$ cat src/rtl/dmarq_pkg.sv
package dmarq_pkg;

   typedef enum logic [1:0] {
      SQ_IDLE  = 2'd0,
      SQ_ARM   = 2'd1,
      SQ_PEND  = 2'd2,
      SQ_BLOCK = 2'd3
   } seq_state_e;

   localparam int unsigned MIN_SYNC_STAGES = 2;

endpackage

$ cat src/rtl/dmarq_sync.sv
module dmarq_sync #(
   parameter int unsigned STAGES    = 2,
   parameter bit          RESET_VAL = 1'b1
) (
   input  logic clk,
   input  logic rst_n,
   input  logic din,
   output logic dout
);
   import dmarq_pkg::*;

   localparam int unsigned LAST = STAGES - 1;

   if (STAGES < MIN_SYNC_STAGES) begin : g_bad_depth
      $error("dmarq_sync: STAGES below minimum");
   end

   logic [LAST:0] chain;

   always_ff @(posedge clk or negedge rst_n) begin
      if (!rst_n) chain[0] <= RESET_VAL;
      else        chain[0] <= din;
   end

   for (genvar i = 1; i < STAGES; i++) begin : g_stage
      always_ff @(posedge clk or negedge rst_n) begin
         if (!rst_n) chain[i] <= RESET_VAL;
         else        chain[i] <= chain[i-1];
      end
   end

   assign dout = chain[LAST];

endmodule

$ cat src/rtl/dmarq_seq.sv
module dmarq_seq (
   input  logic clk,
   input  logic rst_n,
   input  logic en,
   input  logic edge_sel,
   input  logic done,
   input  logic req_low,
   output logic pulse
);
   import dmarq_pkg::*;

   seq_state_e state_q, state_d;
   logic       accept;

   // A request is taken only from the armed state.
   assign accept = en && (state_q == SQ_ARM) && req_low;

   always_comb begin
      state_d = state_q;
      unique case (state_q)
         SQ_IDLE:  if (en)       state_d = SQ_ARM;
         SQ_ARM:   if (req_low)  state_d = SQ_PEND;
         SQ_PEND:  if (done)     state_d = edge_sel ? SQ_BLOCK : SQ_ARM;
         SQ_BLOCK: if (!req_low) state_d = SQ_ARM;
         default:                state_d = SQ_IDLE;
      endcase
      if (!en) state_d = SQ_IDLE;
   end

   always_ff @(posedge clk or negedge rst_n) begin
      if (!rst_n) begin
         state_q <= SQ_IDLE;
         pulse   <= 1'b0;
      end else begin
         state_q <= state_d;
         pulse   <= accept;
      end
   end

endmodule

$ cat src/rtl/dma_req_qual.sv
module dma_req_qual #(
   parameter int unsigned SYNC_STAGES = 2
) (
   input  logic clk,
   input  logic rst_n,
   input  logic chan_en,
   input  logic edge_mode,
   input  logic xfer_done,
   input  logic dreq_n,
   output logic xfer_req
);
   import dmarq_pkg::*;

   if (SYNC_STAGES < MIN_SYNC_STAGES) begin : g_bad_sync
      $error("dma_req_qual: SYNC_STAGES below minimum");
   end

   logic dreq_n_s;
   logic req_low_s;

   dmarq_sync #(
      .STAGES    (SYNC_STAGES),
      .RESET_VAL (1'b1)
   ) u_sync (
      .clk   (clk),
      .rst_n (rst_n),
      .din   (dreq_n),
      .dout  (dreq_n_s)
   );

   assign req_low_s = ~dreq_n_s;

   dmarq_seq u_seq (
      .clk      (clk),
      .rst_n    (rst_n),
      .en       (chan_en),
      .edge_sel (edge_mode),
      .done     (xfer_done),
      .req_low  (req_low_s),
      .pulse    (xfer_req)
   );

endmodule

$ cat config.mk
export PLATFORM = sky130hd
export DESIGN_NAME = dma_req_qual
export DESIGN_NICKNAME = d
export VERILOG_FILES = /design/src/rtl/dmarq_pkg.sv /design/src/rtl/dmarq_sync.sv /design/src/rtl/dmarq_seq.sv /design/src/rtl/dma_req_qual.sv
export SDC_FILE = /design/constraint.sdc
export NUM_CORES = 1
export LEC_CHECK = 0
export BUFFER_PORTS_ARGS = -buffer_cell sky130_fd_sc_hd__buf_2
export CAP_MARGIN = 10
export CORE_AREA = 2 2 39 41
export CTS_CLUSTER_SIZE = 30
export DETAILED_ROUTE_END_ITERATION = 8
export DIE_AREA = 0 0 41 43
export SLEW_MARGIN = 0
export SYNTH_ARGS = -nofsm -noshare
export SYNTH_HDL_FRONTEND = slang
export SYNTH_SLANG_ARGS = --single-unit
$ cat constraint.sdc
create_clock -name clk -period 3.6 [get_ports clk]
set_input_delay 0.36 -clock clk [delete_from_list [all_inputs] [get_ports clk]]
set_output_delay 0.36 -clock clk [all_outputs]
set_load 0.05 [all_outputs]
==> out/qor.txt, run 1 <==
CP max stage delay -> 390 ps
Largest net degree at the start of global routing -> 6
Hold Crit Class -> input port to flop
Register area share after synthesis -> 0.493
CTS tree -> done
N_diodes -> 0
Routed Antenna Nets -> 0
FP Rows -> 14
Hold Buf Count CTS -> 1
Cell Area, Placed -> 309 um^2
Commonest cells post-synth -> ha_1, dfrtp_1, inv_1, nand2_1
Final GP Congestion -> 0.603
Via density -> 3.76
Max-Slew Margin vs Limit -> 0.835
Clock Root Buffer -> clkbuf_4
Final wirelength -> 400 um
WP data required -> 3730 ps
Residual DRC count -> 0
Final Max Slew Viols -> 0
Skew-Pair Late Insertion Delay -> 240 ps
CTS Buf Count -> 3
Warnings from Yosys -> 0
GRT overflow -> 0
Largest area contributor in the netlist -> dfrtp_1
Slowest CP cell -> dfrtp_1
Most common cell in the netlist -> ha_1
Fmax -> 731 MHz
Nets -> 45
Main synth FF type -> dfrtp_1
Die height -> 43 um
Fin util -> 0.250
Top cell type's share of synthesized area -> 0.290
Drt pass-1 iters -> 1
All-layer global routing usage -> 0.0719
Die area -> 0.00176 mm^2
Share of cells above drive strength 1 -> 0.353
Maximum fanout along the worst path -> 4
Vias in the first global route -> 197
Core Footprint -> 0.00138 mm^2
CTS clk-pin slew, worst paths -> 40 ps
Syn Nets -> 33
Post-Layout Inst Area -> 345 um^2
CTS sink count -> 5
Clock Path Buffers -> 2
Initial drt markers -> 0
Min-delay src -> dreq_n
Synth unique cells -> 12
First-pass GRT wire length -> 759 um
Worst Path Class, Setup -> flop to flop
RSZ-0062 raised after global routing -> no
FF+latch count, synth -> 5
Avg Synthesized Cell Area -> 11.3 um^2
Final setup TNS -> 0 ps
Max VDD drop -> 0.200 mV
LEAKAGE -> 0.169 nW
Initial antenna violation count -> 0
Final Critical Period -> 1370 ps
CP endpoint kind -> flop
Synthesis-to-finish area growth -> 33.3%
Gates resized, CTS repair -> 0
Worst Setup Start Kind -> flop
Status -> finished, final reports clean
CTS H-tree lvls -> 1
Finish-stage setup viols -> 0
Dominant cells by area after synthesis -> dfrtp_1, dfstp_2, ha_1
Final worst path period share -> 0.380
IO buf count -> 6
Top Family by Delay on Critical Path -> flip-flops
Vias -> 188
Crit path launch -> u_seq.state_q[1]
Wire length per cell -> 8.00 um
Final hold violation count -> 0
Maxcap violations -> 0
Synth Instances -> 23
Post-CTS Setup Bufs -> 0
Tot Pwr -> 0.000158 W
Final setup skew -> 2.02 ps
Async SR Flop Fraction -> 1.00
Worst Path Arrival -> 1500 ps
Pwr Density -> 459 mW/mm^2
Worst-Margin Slew -> 246 ps
Post-synth EDFFs -> 0
Synthesized cell area -> 259 um^2
Initial core utilization -> 0.187
Ordered list of cells on the worst path -> inv_1, ha_1, mux2i_2, a21oi_1, a311oi_1
# IOs -> 7
Buf/Inv on CP -> 1
Worst r2r src -> u_seq.state_q[1]
Die width -> 41 um
-- power breakdown --
group          total (W)  switching, W  internal, W
Combinational  0.0000281     0.0000153    0.0000129
Clock          0.0000631     0.0000213    0.0000418
Sequential     0.0000673    0.00000490    0.0000624
-- cell usage in the layout, fill, tap and decap left out --
| cell | n |
|---|---|
| clkbuf_1 | 1 |
| buf_2 | 6 |
| dlygate4sd3_1 | 1 |
| mux2i_2 | 1 |
| a21oi_1 | 2 |
| nand2b_1 | 1 |
| dfstp_2 | 2 |
| clkbuf_4 | 3 |
| nand2_1 | 3 |
| nor2_1 | 1 |
| ha_1 | 4 |
| mux2i_1 | 1 |
| or3_1 | 1 |
| a311oi_1 | 1 |
| dfrtp_1 | 3 |
| inv_1 | 3 |
-- through the flow --
step | setup slack (ps) | hold WS [ps] | std cells
after floorplan | 2380 | 64.4 | 23
after global placement | 2260 | 175 | 45
after detailed placement | 2210 | 176 | 45
after CTS | 2180 | 212 | 50
after global routing | 2090 | 199 | 50
final | 2230 | 223 | 50
-- routing by layer --
layer | part of all wire | up-vias | wire (um) | global-route usage
li1 | - | 98 | - | -
met1 | 0.46 | 85 | 183 | 0.0695
met2 | 0.49 | 5 | 197 | 0.0906
met3 | 0.048 | 0 | 19 | 0.0471
met4 | 0 | 0 | 0 | 0.0800
met5 | 0 | - | 0 | 0
-- cell type report --
| class | instances | area [um^2] |
|---|---|---|
| clock buffer | 4 | 26.3 |
| fill | 145 | 1040 |
| inverter | 3 | 11.3 |
| multi-input combinational | 15 | 120 |
| sequential | 5 | 128 |
| tap | 16 | 20.0 |
| timing repair buffer | 7 | 40.0 |
-- final timing paths --
path,slack [ps],cells past startpoint,end
worst max-delay path,2230,5,u_seq.state_q[0]
worst min register to register,350,0,u_sync.dout
max in group asynchronous,2930,2,u_sync.chain[0]
worst max register to register,2230,5,u_seq.state_q[0]
min in group asynchronous,460,2,u_seq.pulse
worst min-delay path,220,1,u_sync.chain[0]
-- kinds of logic after synthesis --
| logic type | count (synthesis) | share of synthesized area |
|---|---|---|
| AO/OA/AOI/OAI | 3 | 0.0725 |
| adder cells (fa/ha/maj) | 4 | 0.193 |
| buffers and inverters | 3 | 0.0435 |
| flip-flops | 5 | 0.493 |
| multiplexers | 2 | 0.0918 |
| AND/OR/NAND/NOR | 6 | 0.106 |
-- state kept, by name, summed over array words and instances, names as in the netlist --
register / count
u_seq.pulse: 1
u_seq.state_q: 2
u_sync.chain: 1
u_sync.dout: 1
Power figures use the tool's default switching activity.
==> run 2: changes to the inputs <==
- clock period: 3.6 -> 1.2 ns (I/O delays scaled with it)
==> out/qor.txt, run 2 (synthesis results as in run 1) <==
Status -> complete, but fails checks
Failing checks -> negative setup slack
Worst R2R Path Depth -> 5 (unchanged)
Fin util -> 0.310 (+0.0606)
CTS Buf Count -> 3 (unchanged)
Placed Instances -> 49 (+8.9%)
Final hold violation count -> 0 (unchanged)
N_diodes -> 0 (unchanged)
FILL cells -> 149 (+2.8%)
Initial antenna violation count -> 0 (unchanged)
Synthesis-to-finish area growth -> 65.7%
Via density -> 4.04 (+7.3%)
GRT overflow -> 0 (unchanged)
Max FFs per register -> 2 (unchanged)
Dpl hpwl -> 381 um
CTS H-tree lvls -> 1 (unchanged)
Core Footprint -> 0.00138 mm^2 (unchanged)
Reg2reg setup slack -> -170 ps (-2400 ps)
Crit path to -> u_seq.state_q[0]
Final wirelength -> 572 um (+43%)
WP data required -> 1320 ps (-2410 ps)
Die width -> 41 um (unchanged)
R2R Path End -> u_seq.state_q[0]
Clock Root Buffer -> clkbuf_4
Setup ws final -> -167 ps (-2400 ps)
Final setup TNS -> -292 ps (-292 ps)
Vias -> 230 (+22%)
Pwr Density -> 1280 mW/mm^2 (+180%)
First-pass GRT wire length -> 772 um (+1.7%)
RSZ-0062 raised after global routing -> yes
Comb power frac -> 0.295 (+0.118)
Sequential share of power -> 0.366 (-0.059)
Worst-Margin Slew -> 250 ps (+4.05 ps)
Switch share -> 0.270 (+0.00897)
Clock Path Buffers -> 2 (unchanged)
Share of cells above drive strength 1 -> 0.512 (+0.159)
Crit path launch -> u_seq.state_q[0]
Worst r2r src -> u_seq.state_q[0]
Final setup skew -> 0.193 ps (-1.82 ps)
Clock share of power -> 0.339 (-0.059)
CTS clk-pin slew, worst paths -> 40 ps (about the same)
Vias in the first global route -> 234 (+19%)
Worst Setup Start Kind -> flop
CTS sink count -> 5 (unchanged)
Initial core utilization -> 0.187 (unchanged)
Largest net degree at the start of global routing -> 6 (unchanged)
Worst Path Arrival -> 1490 ps (about the same)
Die area -> 0.00176 mm^2 (unchanged)
Residual DRC count -> 0 (unchanged)
CP endpoint kind -> flop
IO buf count -> 6 (unchanged)
Drt pass-1 iters -> 1 (unchanged)
Max-Slew Margin vs Limit -> 0.833 (-0.00159)
Skew-Pair Late Insertion Delay -> 230 ps (about the same)
Die height -> 43 um (unchanged)
CTS tree -> done
Most frequent cells in the layout -> buf_2, buf_4
Cell-internal power -> 0.000401 W (+240%)
All-layer global routing usage -> 0.0709 (-0.00108)
Nets -> 52 (+16%)
P_sw -> 0.000149 W (+260%)
Cell Count, Final, Fillers Out -> 57 (+14%)
Final GP Congestion -> 0.600 (-0.46%)
Routed Antenna Nets -> 0 (unchanged)
# IOs -> 7 (unchanged)
Final Critical Period -> 1370 ps (-1.06 ps)
Max VDD drop -> 0.482 mV (+140%)
FP Rows -> 14 (unchanged)
Worst Path Class, Setup -> flop to flop
Wire length per cell -> 10.0 um (+25%)
Register with the most flip-flops -> u_seq.state_q
Finish-stage setup viols -> 2 (+2)
Maximum fanout along the worst path -> 3 (-1)
Fmax -> 731 MHz (about the same)
Final Max Slew Viols -> 0 (unchanged)
Maxcap violations -> 0 (unchanged)
LEAKAGE -> 0.203 nW (+20%)
Initial drt markers -> 0 (unchanged)
Final worst path period share -> 1.14 (+0.759)
Hold Slack -> 129 ps (-94.7 ps)
Hold Crit Class -> input port to flop
run 2: final cells by class:
cell class,instances,area [um^2],area share
tap,16,20.0,0.0466
clock buffer,4,26.3,0.0612
timing repair buffer,14,95.1,0.222
sequential,5,129,0.300
inverter,3,11.3,0.0262
multi-input combinational,15,148,0.344
run 2: worst max-delay path, stage by stage (launching register included):
cell	delay (ps)
dfrtp_2	410
buf_4	150
ha_4	170
mux2i_4	170
a21oi_1	110
a311oi_2	240
run 2: worst min-delay path by stage:
| stage | endpoint | start | cells past startpoint |
|---|---|---|---|
| 6_report | u_seq.pulse | chan_en | 3 |
| 5_1_grt | u_seq.pulse | chan_en | 3 |
| 4_1_cts | u_seq.pulse | chan_en | 3 |
| 3_5_place_dp | u_seq.state_q[0] | rst_n | 1 |
| 3_3_place_gp | u_seq.state_q[0] | rst_n | 1 |
| 2_1_floorplan | u_seq.pulse | rst_n | 0 |
run 2: metrics by stage:
step | worst slack [ps] | area [um^2] | total power (W)
floorplan | -20.0 | 259 | 0.000262
finish | -167 | 429 | 0.000550
global placement | -123 | 339 | 0.000312
CTS | -140 | 388 | 0.000519
detailed placement | -173 | 339 | 0.000316
global route | -202 | 429 | 0.000590
run 2: power by group through the flow:
stage | Clock (W) | Sequential, W | Combinational, W
after floorplan | 0 | 0.000209 | 0.0000522
after global placement | 0 | 0.000202 | 0.000110
after detailed placement | 0 | 0.000203 | 0.000113
after CTS | 0.000199 | 0.000201 | 0.000119
after global routing | 0.000210 | 0.000203 | 0.000176
final | 0.000186 | 0.000201 | 0.000162
run 2: repair_timing:
action / CTS / global route
pin swaps: 2 / 2
hold endpoints to repair: 6 / 0
buffers inserted: 0 / 2
hold buffers: 2 / 0
setup endpoints to repair: 2 / 2
resized for setup: 1 / 4
run 2: per-layer routing:
metal	part of all wire	GRT usage	routed length, um
met5	0	0	0
met4	0	0.0800	0
met3	0.033	0.0157	19
met2	0.56	0.113	320
met1	0.41	0.0627	233
==> run 3: changes to the inputs <==
- HOLD_SLACK_MARGIN: default -> 0.05
- RECOVER_POWER: default -> 25
==> out/qor.txt, run 3 (synthesis results as in run 1) <==
Status -> complete, but fails checks
Failing checks -> negative setup slack
Commonest non-fill, non-tap cell in the layout -> buf_4
Post-Layout Inst Area -> 428 um^2 (-0.29%)
LEAKAGE -> 0.200 nW (-1.4%)
Largest net degree at the start of global routing -> 6 (unchanged)
Vias -> 230 (unchanged)
Slowest CP cell -> dfrtp_2
Clock Path Buffers -> 2 (unchanged)
Max-Slew Margin vs Limit -> 0.832 (-0.00123)
Initial core utilization -> 0.187 (unchanged)
Core Footprint -> 0.00138 mm^2 (unchanged)
Die area -> 0.00176 mm^2 (unchanged)
Wire length per cell -> 10.0 um (unchanged)
Final worst path period share -> 1.14 (about the same)
Fmax -> 731 MHz (about the same)
Hold Crit Class -> input port to flop
CTS H-tree lvls -> 1 (unchanged)
CP max stage delay -> 410 ps (about the same)
Ordered list of cells on the worst path -> buf_4, ha_4, mux2i_4, a21oi_1, a311oi_2
Most frequent cells in the layout -> buf_4, buf_2
Pwr Density -> 1280 mW/mm^2 (+0.23%)
Max FFs per register -> 2 (unchanged)
Dpl hpwl -> 381 um (unchanged)
Buf/Inv on CP -> 1 (unchanged)
IO buf count -> 6 (unchanged)
First-pass GRT wire length -> 772 um (unchanged)
Register with the most flip-flops -> u_seq.state_q
Final Critical Period -> 1370 ps (-0.0290 ps)
RSZ-0062 raised after global routing -> yes
CTS clk-pin slew, worst paths -> 40 ps (about the same)
Skew-Pair Late Insertion Delay -> 230 ps (about the same)
Final hold violation count -> 0 (unchanged)
All-layer global routing usage -> 0.0709 (unchanged)
Final GP Congestion -> 0.600 (unchanged)
Worst Setup Start Kind -> flop
Residual DRC count -> 0 (unchanged)
Top Family by Delay on Critical Path -> flip-flops
WP data required -> 1320 ps (about the same)
Clock Root Buffer -> clkbuf_4
Storage cell area -> 129 um^2 (unchanged)
Final Max Slew Viols -> 0 (unchanged)
Routed Antenna Nets -> 0 (unchanged)
Vias in the first global route -> 234 (unchanged)
Worst Path Arrival -> 1490 ps (about the same)
CTS tree -> done
Worst-Margin Slew -> 252 ps (+1.84 ps)
GRT overflow -> 0 (unchanged)
Maxcap violations -> 0 (unchanged)
Initial antenna violation count -> 0 (unchanged)
CTS sink count -> 5 (unchanged)
Final setup skew -> 0.194 ps (+0.000389 ps)
Worst Path Class, Setup -> flop to flop
Initial drt markers -> 0 (unchanged)
Finish-stage setup viols -> 2 (unchanged)
# IOs -> 7 (unchanged)
Nets -> 52 (unchanged)
Maximum fanout along the worst path -> 3 (unchanged)
CP endpoint kind -> flop
CTS Buf Count -> 3 (unchanged)
Share of cells above drive strength 1 -> 0.488 (-0.0244)
Final wirelength -> 572 um (unchanged)
Synthesis-to-finish area growth -> 65.2%
Die height -> 43 um (unchanged)
Multi-input combinational cell area -> 148 um^2 (unchanged)
Setup ws final -> -167 ps (+0.0290 ps)
Drt pass-1 iters -> 1 (unchanged)
FILL cells -> 150 (+0.67%)
Die width -> 41 um (unchanged)
Max VDD drop -> 0.483 mV (+0.17%)
N_diodes -> 0 (unchanged)
Cell Area, Placed -> 339 um^2 (unchanged)
FP Rows -> 14 (unchanged)
Hold Slack -> 129 ps (-0.0810 ps)
Via density -> 4.04 (unchanged)
[run 3: cell count changes in the layout (fill, tap and decap cells not counted)]
cell,previous run,this run
clkbuf_1,1,2
buf_2,6,5
[run 3: worst paths after layout]
kind	start	endpoint	slack, ps	cells past startpoint
setup / recovery	u_seq.state_q[0]	u_seq.state_q[0]	-170	5
hold / removal	chan_en	u_seq.pulse	130	3
setup reg to reg	u_seq.state_q[0]	u_seq.state_q[0]	-170	5
hold reg to reg	u_sync.chain[0]	u_sync.dout	350	0
max in group asynchronous	rst_n	u_sync.chain[0]	680	2
min in group asynchronous	rst_n	u_seq.state_q[1]	250	2
[run 3: repair_timing]
action / CTS / global route
resized for setup: 1 / 4
pin swaps: 2 / 2
setup endpoints to repair: 2 / 2
hold endpoints to repair: 6 / 0
hold buffers: 2 / 0
buffers inserted: 0 / 2
[run 3: worst reg2reg max path: cells and delay by family (launching register included)]
family | cells | cell delay [ps]
muxes | 1 | 170
AOI/OAI and AO/OA | 2 | 350
adders and majority gates | 1 | 170
buffers and inverters | 1 | 150
DFF | 1 | 410
[run 3: layout make-up]
cell class	instances	share of cell area
Timing Repair Buffer	14	0.219
Tap cell	16	0.0468
Multi-Input combinational cell	15	0.345
Sequential cell	5	0.301
Clock buffer	4	0.0614
Inverter	3	0.0263
[run 3: metal layers]
metal | up-vias | global-route usage | routed length, um
li1 | 111 | - | -
met1 | 114 | 0.0627 | 235
met2 | 5 | 0.113 | 318
met3 | 0 | 0.0157 | 19
met4 | 0 | 0.0800 | 0
met5 | - | 0 | 0
[run 3: power by group]
group	internal [W]	switching [W]	leakage, nW
clock	0.000125	0.0000612	0.0150
combinational	0.0000867	0.0000749	0.126
sequential	0.000189	0.0000126	0.0598
[run 3: through the flow]
step	util	setup slack [ps]	power [W]	instances	TNS (ps)
floorplan	-	-20.0	0.000262	23	-35.1
global placement	0.245	-123	0.000312	49	-207
detailed placement	0.245	-173	0.000316	49	-320
CTS	0.280	-140	0.000519	55	-261
global route	0.309	-202	0.000589	57	-402
finish	0.309	-167	0.000549	57	-292
